File: config.mk
export PLATFORM = sky130hd
export DESIGN_NAME = io_trap_smi
export DESIGN_NICKNAME = d
export VERILOG_FILES = /design/src/rtl/io_trap_pkg.sv /design/src/rtl/io_trap_match.sv /design/src/rtl/io_trap_route.sv /design/src/rtl/io_trap_smi.sv
export SDC_FILE = /design/constraint.sdc
export NUM_CORES = 1
export LEC_CHECK = 0
export ABC_AREA = 0
export BUFFER_PORTS_ARGS = -buffer_cell sky130_fd_sc_hd__clkbuf_2
export CAP_MARGIN = 5
export CORE_MARGIN = 10
export CORE_UTILIZATION = 26
export DETAILED_ROUTE_END_ITERATION = 12
export PLACE_DENSITY_LB_ADDON = 0.08
export RECOVER_POWER = 100
export SLEW_MARGIN = 20
export SYNTH_ARGS = -nofsm -noshare
export SYNTH_HDL_FRONTEND = slang
export SYNTH_SLANG_ARGS = --single-unit
File: constraint.sdc
create_clock -name clk -period 1.4 [get_ports clk]
set_clock_uncertainty 0.15 [all_clocks]
set_input_delay 0.07 -clock clk [delete_from_list [all_inputs] [get_ports clk]]
set_output_delay 0.07 -clock clk [all_outputs]
set_load 0.03 [all_outputs]
File: src/rtl/io_trap_pkg.sv
package io_trap_pkg;
    localparam int STS_W = 8;

    typedef struct packed {
        logic             smi;
        logic             irq12;
        logic             irq15;
        logic [STS_W-1:0] sts;
        logic             mask;
    } trap_state_t;

    typedef struct packed {
        logic smi;
        logic irq12;
        logic irq15;
    } trap_route_t;
endpackage

File: src/rtl/io_trap_match.sv
module io_trap_match #(
    parameter int ADDR_W = 16,
    parameter int LANE_W = 8
) (
    input  logic              wr,
    input  logic              armed,
    input  logic [ADDR_W-1:0] addr,
    input  logic [ADDR_W-1:0] trap_addr,
    output logic              hit
);
    localparam int N_LANES = ADDR_W / LANE_W;

    logic [N_LANES-1:0] lane_eq;

    for (genvar g = 0; g < N_LANES; g++) begin : g_lane
        assign lane_eq[g] = (addr[g*LANE_W +: LANE_W] == trap_addr[g*LANE_W +: LANE_W]);
    end

    assign hit = wr && armed && (&lane_eq);
endmodule

File: src/rtl/io_trap_route.sv
module io_trap_route
    import io_trap_pkg::*;
(
    input  logic        hit,
    input  logic        to_smi,
    input  logic        to_irq15,
    output trap_route_t route
);
    always_comb begin
        route       = '0;
        route.smi   = hit && to_smi;
        route.irq15 = hit && !to_smi && to_irq15;
        route.irq12 = hit && !to_smi && !to_irq15;
    end
endmodule

File: src/rtl/io_trap_smi.sv
module io_trap_smi
    import io_trap_pkg::*;
#(
    parameter int                 ADDR_W   = 16,
    parameter int                 LANE_W   = 8,
    parameter int                 SEL_W    = 8,
    parameter logic [SEL_W-1:0]   STS_IDX  = 8'h19,
    parameter logic [SEL_W-1:0]   MASK_IDX = 8'h1C,
    parameter int                 FLAG_BIT = 1
) (
    input  logic              clk,
    input  logic              rst_n,
    input  logic              io_wr,
    input  logic              io_rd,
    input  logic [ADDR_W-1:0] io_addr,
    input  logic [LANE_W-1:0] trap_addr_lo,
    input  logic [LANE_W-1:0] trap_addr_hi,
    input  logic              trap_en,
    input  logic              swsmi_en,
    input  logic              route_smi,
    input  logic              route_irq15,
    input  logic              reg_wr,
    input  logic [SEL_W-1:0]  reg_sel,
    input  logic [STS_W-1:0]  reg_wdata,
    output logic              smi_pulse,
    output logic              irq12_pulse,
    output logic              irq15_pulse,
    output logic [STS_W-1:0]  status,
    output logic              soft_rst_mask
);
    trap_state_t st_d, st_q;
    trap_route_t route;
    logic        trap_hit;
    logic        io_cycle_rd_only;

    // Reads are decoded only to make explicit that they never reach the trap.
    assign io_cycle_rd_only = io_rd && !io_wr;

    io_trap_match #(
        .ADDR_W (ADDR_W),
        .LANE_W (LANE_W)
    ) u_match (
        .wr        (io_wr),
        .armed     (trap_en && swsmi_en),
        .addr      (io_addr),
        .trap_addr ({trap_addr_hi, trap_addr_lo}),
        .hit       (trap_hit)
    );

    io_trap_route u_route (
        .hit      (trap_hit),
        .to_smi   (route_smi),
        .to_irq15 (route_irq15),
        .route    (route)
    );

    always_comb begin
        st_d       = st_q;
        st_d.smi   = route.smi;
        st_d.irq12 = route.irq12;
        st_d.irq15 = route.irq15;
        if (reg_wr && (reg_sel == STS_IDX))
            st_d.sts = st_q.sts & ~reg_wdata;
        if (reg_wr && (reg_sel == MASK_IDX))
            st_d.mask = 1'b0;
        if (trap_hit) begin
            st_d.sts[FLAG_BIT] = 1'b1;
            st_d.mask          = 1'b1;
        end
    end

    always_ff @(posedge clk) begin
        if (!rst_n) st_q <= '0;
        else        st_q <= st_d;
    end

    assign smi_pulse     = st_q.smi;
    assign irq12_pulse   = st_q.irq12;
    assign irq15_pulse   = st_q.irq15;
    assign status        = st_q.sts;
    assign soft_rst_mask = st_q.mask;

    // at most one request line high at a time
    p_pulse_onehot_r4: assert property (@(posedge clk) disable iff (!rst_n)
        $onehot0({smi_pulse, irq12_pulse, irq15_pulse}));

    // a pulse is always accompanied by the status flag
    p_flag_with_pulse_r6: assert property (@(posedge clk) disable iff (!rst_n)
        (smi_pulse || irq12_pulse || irq15_pulse) |-> status[FLAG_BIT]);

    // a pulse is always accompanied by the mask
    p_mask_with_pulse_r7: assert property (@(posedge clk) disable iff (!rst_n)
        (smi_pulse || irq12_pulse || irq15_pulse) |-> soft_rst_mask);

    // disarmed trap never pulses
    p_disarmed_quiet_r2: assert property (@(posedge clk) disable iff (!rst_n)
        !(trap_en && swsmi_en) |=> !(smi_pulse || irq12_pulse || irq15_pulse));

    // a read-only cycle never triggers
    p_read_quiet_r5: assert property (@(posedge clk) disable iff (!rst_n)
        io_cycle_rd_only |=> !(smi_pulse || irq12_pulse || irq15_pulse));

    // mask-clear write without a trap drops the mask
    p_mask_clear_r9: assert property (@(posedge clk) disable iff (!rst_n)
        (reg_wr && (reg_sel == MASK_IDX) && !trap_hit) |=> !soft_rst_mask);

    // status bits written as zero keep their value
    p_w1c_keep_r8: assert property (@(posedge clk) disable iff (!rst_n)
        (reg_wr && (reg_sel == STS_IDX) && !trap_hit) |=>
            (status == ($past(status) & ~$past(reg_wdata))));
endmodule

==> results.sh, run 1 <==
export IMPL_outcome="completed"
export IMPL_viasPerCell=4.407
export IMPL_period_needed_ns=1.141
export IMPL_ctsHoldBuffers=10
export IMPL_fin_cells=172
export IMPL_tightest_slew_ns=0.3956
export IMPL_die_area_um2=4550
export IMPL_drc_errors=0
export IMPL_antenna_cells=0
export IMPL_fin_crit_sh_pct=81.52
export IMPL_drtAntennaViolNets=0
export IMPL_start_kind="register"
export IMPL_power_density_nw_per_um2=654.7
export IMPL_crit_start="status[4]"
export IMPL_final_max_slew_violation_count=0
export IMPL_post_drt_wl_per_cell_um=12.69
export IMPL_syn_inst=65
export IMPL_vdd_ir_drop_max_mv=0.3983
export IMPL_cts_resized=0
export IMPL_hold_viol=0
export IMPL_setup_viol=0
export IMPL_layout_drive_gt1_share_pct=41.67
export IMPL_grt_max_degree=10
export IMPL_required_ns=1.18
export IMPL_yosysUniqueCellTypes=20
export IMPL_firstDrtPassIters=4
export IMPL_rows=17
export IMPL_routed_wl_mm=2.182
export IMPL_grt_overflow=0
export IMPL_multiInputGateArea_um2=327.8
export IMPL_tns_ns=0
export IMPL_synth_area_um2=585.6
export IMPL_max_freq_ghz=0.8762
export IMPL_core_area_um2=2170
export IMPL_timing_slew_headroom_pct=73.74
export IMPL_min_path_type="in -> reg"
export IMPL_maxCapViolations=0
export IMPL_hpwl_mm=1.947
export IMPL_hold_start="rst_n"
export IMPL_ys_warn_count=0
export IMPL_io_buffers=67
export IMPL_pin_count=69
export IMPL_cts_buffers=3
export IMPL_path_max_fanout=2
export IMPL_clock_latency_ns=0.26
export IMPL_power_leakage_uw=0.0005238
export IMPL_antenna_found_initial=0
export IMPL_area_growth_pct=81.20
export IMPL_rsz0062_at_grt="false"
export IMPL_fin_nets=203
export IMPL_grt_usage_pct=9.950
export IMPL_cts_setup_buffers=0
export IMPL_worstSetupPathType="reg -> out"
export IMPL_crit_family="flip-flops"
export IMPL_syn_num_nets=122
export IMPL_grt_pass1_vias=855
export IMPL_cp_buffers_inverters=1
export IMPL_r2r_slack_ns=0.56
export IMPL_grt_pass1_wl_mm=3.588
export IMPL_die_x_um=67.46
export IMPL_clk_pin_slew_ns=0.07
export IMPL_final_cell_mix="clkbuf_2 (55), xor2_1 (13), dfxtp_1 (12), clkbuf_1 (12), dlygate4sd3_1 (10)"
export IMPL_arrival_ns=0.92
export IMPL_cts_num_sinks=12
export IMPL_routabilityCongestion=0.6402
export IMPL_cts_buffer_depth=2
export IMPL_first_iter_violations=26
export IMPL_start_util_pct=26.99
export IMPL_slowest_delay_ns=0.34
export IMPL_synth_seq_cells=12
export IMPL_nFillCells=237
export IMPL_crit_path_end_kind="output pin"
export IMPL_cts_tree="built"
export IMPL_die_y_um=67.46
export IMPL_cts_root_buf="clkbuf_4"
export IMPL_vias=758
export IMPL_h_tree_depth=1
export IMPL_final_common_cell="clkbuf_2"
export IMPL_register_area_um2=240.2
export IMPL_yosysSeqAreaShare_pct=41.03
export IMPL_synthesis_area_per_instance_um2=9.009
export IMPL_crit_slowest_cell="dfxtp_1"
export IMPL_rr_startpoint="soft_rst_mask"
export IMPL_dp_cells=159
export IMPL_crit_path_cell_trace="clkbuf_1"
worst min-delay path, stage by stage:
cell and delay [ns]:
clkbuf_2 0.09, buf_4 0.16, nand2_1 0.06, a21oi_1 0.03
cell type report:
class	count	area share [%]
multi-input combinational	49	30.90
sequential	12	22.64
inverter	2	0.7075
clock buffer	3	2.123
timing repair buffer	78	40.33
tap	28	3.302
power breakdown:
part | internal, µW | switching [µW] | total [µW]
clock network | 99.2 | 99.7 | 199
registers | 341 | 0.000179 | 341
logic | 101 | 53.9 | 155
total | 541 | 154 | 695
worst paths after layout:
kind,to,cells after the start
worst min-delay path,status[2],4
worst min register to register,status[6],2
worst max register to register,soft_rst_mask,2
worst max-delay path,status[4],1
per-stage QoR:
step | cell area (µm²) | power [µW] | utilization (%) | hold slack (ns) | worst slack [ns]
2_1_floorplan | 585.6 | 394.9 | - | -0.002075 | 0.3030
3_3_place_gp | 953.4 | 479.9 | 43.94 | 0.09295 | 0.04263
3_5_place_dp | 953.4 | 484.4 | 43.94 | 0.09927 | 0.05494
4_1_cts | 1076 | 713.5 | 49.60 | 0.03406 | 0.3391
5_1_grt | 1061 | 744.2 | 48.90 | 0.04589 | 0.1707
6_report | 1061 | 694.7 | 48.90 | 0.04333 | 0.2587
kinds of logic (layout without fill, tap and decap cells):
| family | Yosys count | after routing | share of synthesized area [%] |
|---|---|---|---|
| XOR/XNOR | 16 | 16 | 23.93 |
| flip-flops | 12 | 12 | 41.03 |
| AND/OR/NAND/NOR | 23 | 23 | 22.65 |
| buffers and inverters | 4 | 83 | 2.992 |
| AO/OA/AOI/OAI | 10 | 10 | 9.401 |
layer usage:
metal	routed length (µm)	part of all wire, %	GRT usage, %
met1	750	34	8.333
met2	1111	51	18.60
met3	320	15	6.116
met4	0	0	3.846
met5	0	0	0
synth_stat cells (all sizes together):
library cell	count	area share [%]
a21o	1	1.3
a21oi	7	6.0
and3	1	1.1
and4b	1	1.7
and4bb	1	2.1
buf	2	1.7
dfxtp	12	41
inv	2	1.3
nand2	8	5.1
nand3	1	0.85
nand4	2	2.1
nand4b	1	1.5
nor2	1	0.64
nor3	1	0.85
nor3b	1	1.3
nor4	5	5.3
o21ai	1	0.85
o21bai	1	1.3
xnor2	3	4.5
xor2	13	19
sequential cells by signal (all words and copies together) (netlist names):
register       flops
irq12_pulse        1
status             8
irq15_pulse        1
soft_rst_mask      1
smi_pulse          1
No activity file was read; power rests on OpenSTA's default activity.
==> run 2: changes to the inputs <==
clock period = 0.93 ns   (was 1.4 ns; I/O delays follow)
==> run 2 against run 1 <==
The run now ends with negative hold slack, negative setup slack left; flip-flop and latch count unchanged; final cell count increased by 2.9%; total power increased by 72%; die area is the same; combinational power rose by 67%; setup slack worse by 0.33 ns; non-clock buffer count increased by 4; first-iteration DRC count shrank 38%; critical endpoint is now irq15_pulse; highest routed layer is now met4.
==> results.sh, run 2 (synthesized netlist as in run 1, its figures left out) <==
export IMPL_timing_slew_headroom_pct=78.29
export IMPL_start_util_pct=26.99
export IMPL_die_y_um=67.46
export IMPL_tns_ns=-0.2751
export IMPL_grt_overflow=0
export IMPL_finalPower_uw=1192
export IMPL_layout_drive_gt1_share_pct=63.76
export IMPL_final_common_cell="clkbuf_2"
export IMPL_cts_buffers=3
export IMPL_clk_pin_slew_ns=0.08
export IMPL_grt_pass1_vias=958
export IMPL_path_max_fanout=2
export IMPL_antenna_cells=0
export IMPL_ctsHoldBuffers=10
export IMPL_die_x_um=67.46
export IMPL_io_buffers=67
export IMPL_rsz0062_at_grt="true"
export IMPL_worstSetupPathType="in -> reg"
export IMPL_slowest_delay_ns=0.53
export IMPL_crit_family="buffers and inverters"
export IMPL_crit_slowest_cell="dlygate4sd3_1"
export IMPL_antenna_found_initial=0
export IMPL_routabilityCongestion=0.7322
export IMPL_cts_tree="built"
export IMPL_start_kind="input port"
export IMPL_vdd_ir_drop_max_mv=0.5549
export IMPL_layout_setup_ws_ns=-0.06716
export IMPL_vias=794
export IMPL_die_area_um2=4550
export IMPL_grt_usage_pct=11.29
export IMPL_register_area_um2=255.2
export IMPL_viasPerCell=4.486
export IMPL_first_iter_violations=16
export IMPL_routed_wl_mm=2.517
export IMPL_rows=17
export IMPL_holdWs_ns=-0.1246
export IMPL_maxCapViolations=0
export IMPL_power_leakage_uw=0.0006425
export IMPL_hold_viol=3
export IMPL_tightest_slew_ns=0.3247
export IMPL_drtAntennaViolNets=0
export IMPL_post_drt_wl_per_cell_um=14.22
export IMPL_grt_max_degree=10
export IMPL_min_path_type="in -> reg"
export IMPL_cts_buffer_depth=2
export IMPL_h_tree_depth=1
export IMPL_setup_viol=14
export IMPL_failed_checks="negative hold slack, negative setup slack"
export IMPL_cts_root_buf="clkbuf_4"
export IMPL_final_max_slew_violation_count=0
export IMPL_area_growth_pct=123.3
export IMPL_fin_cells=177
export IMPL_grt_pass1_wl_mm=4.036
export IMPL_crit_path_cell_trace="dlygate4sd3_1 > clkbuf_2 > inv_1 > nor4_4"
export IMPL_max_freq_ghz=1.003
export IMPL_clock_latency_ns=0.27
export IMPL_post_place_ws_ns=-0.4549
export IMPL_multiInputGateArea_um2=375.4
export IMPL_largest_reg_flops=8
export IMPL_firstDrtPassIters=2
export IMPL_period_needed_ns=0.9972
export IMPL_required_ns=0.96
export IMPL_crit_path_end_kind="register"
export IMPL_pin_count=69
export IMPL_dp_cells=161
export IMPL_fin_nets=207
export IMPL_final_cell_mix="clkbuf_2 (54), xor2_1 (13), dfxtp_2 (12), buf_8 (12), dlygate4sd3_1 (9)"
export IMPL_power_density_nw_per_um2=911.4
export IMPL_fin_crit_sh_pct=107.2
export IMPL_cts_num_sinks=12
export IMPL_cp_buffers_inverters=3
export IMPL_nFillCells=197
export IMPL_drc_errors=0
export IMPL_outcome="finished with violations"
export IMPL_hpwl_mm=1.935
export IMPL_arrival_ns=1.03
export IMPL_core_area_um2=2170
run 2: stage by stage:
stage	utilization, %	area [µm²]	hold WS [ns]
finish	60.27	1308	-0.1246
global route	60.27	1308	-0.1355
CTS	57.73	1252	-0.001055
detailed placement	44.64	968.4	0.07235
global placement	44.64	968.4	0.06909
floorplan	-	591.8	-0.02557
run 2: what timing repair did:
item / 4_1_cts / 5_1_grt
gates resized for setup: 36 / 21
gates cloned: 0 / 0
hold endpoints to repair: 11 / 3
setup buffers: 3 / 0
pin swaps: 3 / 3
setup endpoints to repair: 17 / 17
run 2: worst paths after layout:
kind / startpoint / to / slack, ns / cells past startpoint
setup reg to reg: soft_rst_mask / soft_rst_mask / 0.07 / 2
hold reg to reg: status[3] / status[3] / 0.30 / 2
hold / removal: route_smi / irq15_pulse / -0.12 / 2
setup / recovery: route_irq15 / irq15_pulse / -0.07 / 4
run 2: final cells by class:
class	instances	share of cell area [%]
Multi-Input combinational cell	49	28.71
Timing Repair Buffer	82	45.74
Sequential cell	12	19.52
Inverter	2	0.5742
Clock buffer	4	2.775
Tap cell	28	2.679
run 2: worst register-to-register path, stage by stage (launching register included):
cell	delay, ns
dfxtp_2	0.33
and3_1	0.14
o21bai_1	0.14
run 2: where the power goes:
part	switching (µW)	internal (µW)	total, µW
Clock	182	238	420
Combinational	100	159	259
Sequential	0.000590	513	513
Total	282	909	1190
run 2: routing by layer:
| layer | vias up | global-route usage (%) | part of all wire [%] | routed length, µm |
|---|---|---|---|---|
| met2 | 40 | 21.92 | 56 | 1399 |
| li1 | 393 | - | - | - |
| met5 | - | 0 | 0 | 0 |
| met1 | 357 | 9.662 | 32 | 818 |
| met3 | 4 | 4.793 | 9.9 | 250 |
| met4 | 0 | 5.385 | 1.9 | 48 |
==> run 3: changes to the inputs <==
GPL_ROUTABILITY_DRIVEN = 0   (was not set)
PLACE_DENSITY = 0.68   (was not set)
PLACE_DENSITY_LB_ADDON = not set   (was 0.08)
==> run 3 against run 2 <==
The run still ends with negative hold slack, negative setup slack left; hold slack gained 0.063 ns; combinational power fell by 2%; core utilization is 1.3 points lower; sequential share of layout area rose by 0.32 points; setup slack got worse by 0.052 ns; flip-flop and latch count unchanged; via count decreased by 1.3%.
==> results.sh, run 3 (synthesized netlist as in run 1, its figures left out) <==
export IMPL_holdWs_ns=-0.06205
export IMPL_timing_slew_headroom_pct=81.44
export IMPL_crit_path_cell_trace="clkbuf_2 > xor2_1 > nor4_1 > nand4_1 > buf_4 > nor4_4"
export IMPL_area_growth_pct=118.6
export IMPL_place_area_um2=968.4
export IMPL_maxCapViolations=0
export IMPL_start_util_pct=26.99
export IMPL_cts_buffer_depth=2
export IMPL_start_kind="input port"
export IMPL_core_area_um2=2170
export IMPL_fin_area_um2=1280
export IMPL_cts_root_buf="clkbuf_4"
export IMPL_crit_family="simple AND/OR/NAND/NOR gates"
export IMPL_vias=784
export IMPL_grt_overflow=0
export IMPL_grt_pass1_vias=927
export IMPL_drc_errors=0
export IMPL_slowest_delay_ns=0.29
export IMPL_worstSetupPathType="in -> reg"
export IMPL_post_drt_wl_per_cell_um=14.16
export IMPL_hold_viol=3
export IMPL_post_place_ws_ns=-0.4079
export IMPL_antenna_found_initial=0
export IMPL_power_leakage_uw=0.0006302
export IMPL_dp_cells=161
export IMPL_tns_ns=-0.4912
export IMPL_setup_viol=11
export IMPL_clock_latency_ns=0.26
export IMPL_power_density_nw_per_um2=915.2
export IMPL_seqPwrFrac_pct=43.8
export IMPL_r2r_slack_ns=0.06
export IMPL_cts_num_sinks=12
export IMPL_postLayoutCoreUtil_pct=59.00
export IMPL_pin_count=69
export IMPL_hpwl_mm=2.007
export IMPL_antenna_cells=0
export IMPL_cp_buffers_inverters=2
export IMPL_drtAntennaViolNets=0
export IMPL_layout_setup_ws_ns=-0.1195
export IMPL_io_buffers=67
export IMPL_period_needed_ns=1.050
export IMPL_final_cell_mix="clkbuf_2 (54), xor2_1 (13), buf_8 (12), dfxtp_2 (11), dlygate4sd3_1 (9)"
export IMPL_cts_buffers=3
export IMPL_pwr_share_clk_pct=34.7
export IMPL_first_iter_violations=32
export IMPL_path_max_fanout=4
export IMPL_fin_crit_sh_pct=112.9
export IMPL_crit_slowest_cell="nor4_1"
export IMPL_cts_tree="built"
export IMPL_largest_reg_flops=8
export IMPL_rows=17
export IMPL_final_common_cell="clkbuf_2"
export IMPL_layout_drive_gt1_share_pct=62.84
export IMPL_min_path_type="in -> reg"
export IMPL_fin_nets=206
export IMPL_failed_checks="negative hold slack, negative setup slack"
export IMPL_viasPerCell=4.455
export IMPL_tightest_slew_ns=0.2776
export IMPL_h_tree_depth=1
export IMPL_p_sw_share_pct=22.49
export IMPL_clk_pin_slew_ns=0.08
export IMPL_required_ns=0.96
export IMPL_ctsHoldBuffers=10
export IMPL_grt_usage_pct=11.06
export IMPL_die_x_um=67.46
export IMPL_grt_pass1_wl_mm=3.967
export IMPL_firstDrtPassIters=2
export IMPL_fin_cells=176
export IMPL_rsz0062_at_grt="true"
export IMPL_grt_max_degree=10
export IMPL_power_internal_uw=908.1
export IMPL_die_y_um=67.46
export IMPL_routed_wl_mm=2.493
export IMPL_arrival_ns=1.08
export IMPL_max_freq_ghz=0.9528
export IMPL_die_area_um2=4550
export IMPL_vdd_ir_drop_max_mv=0.6394
export IMPL_comb_power_share_pct=21.6
export IMPL_final_max_slew_violation_count=0
export IMPL_switching_power_uw=263.4
export IMPL_crit_path_end_kind="register"
export IMPL_outcome="finished with violations"
==> run 3: power by group through the flow <==
stage / combinational (µW) / clock (µW) / sequential (µW)
floorplan: 69.3 / 0 / 525
finish: 253 / 406 / 513
global placement: 200 / 0 / 525
global route: 282 / 446 / 513
detailed placement: 208 / 0 / 525
CTS: 246 / 425 / 513
==> run 3: final cells by class <==
type / instances / area, µm²
Timing Repair Buffer: 81 / 586.8
Multi-Input combinational cell: 49 / 360.3
Tap cell: 28 / 35.03
Sequential cell: 12 / 254.0
Inverter: 2 / 7.507
Fill cell: 225 / 889.6
Clock buffer: 4 / 36.28
==> run 3: routing by layer <==
layer	vias up	wire length, µm	global-route usage, %
li1	390	-	-
met5	-	0	0
met3	6	324	6.446
met2	46	1302	19.43
met4	0	36	4.103
met1	342	830	10.51
==> run 3: tightest hold or removal path: cells and delay by family <==
family	cells	cell delay (ns)
buf+inv	2	0.21
simple gates	1	0.05
==> run 3: stage by stage <==
stage | total power (µW) | hold WS, ns
after global routing | 1241 | -0.05937
after CTS | 1184 | 0.004427
after floorplan | 594.7 | -0.02557
after detailed placement | 733.1 | 0.07305
final | 1171 | -0.06205
after global placement | 725.3 | 0.07013
==> run 3: worst paths after layout <==
kind,from,to,depth (start not counted)
setup reg to reg,soft_rst_mask,soft_rst_mask,2
hold reg to reg,status[7],status[7],2
hold / removal,route_smi,irq12_pulse,3
setup / recovery,trap_addr_hi[6],irq12_pulse,6
==> run 3: what timing repair did <==
| item | in CTS | in global routing |
|---|---|---|
| endpoints found under the hold margin | 11 | 3 |
| setup endpoints to repair | 17 | 23 |
| pin swaps | 4 | 4 |
| gates resized for setup | 37 | 20 |
| setup buffers | 1 | 0 |
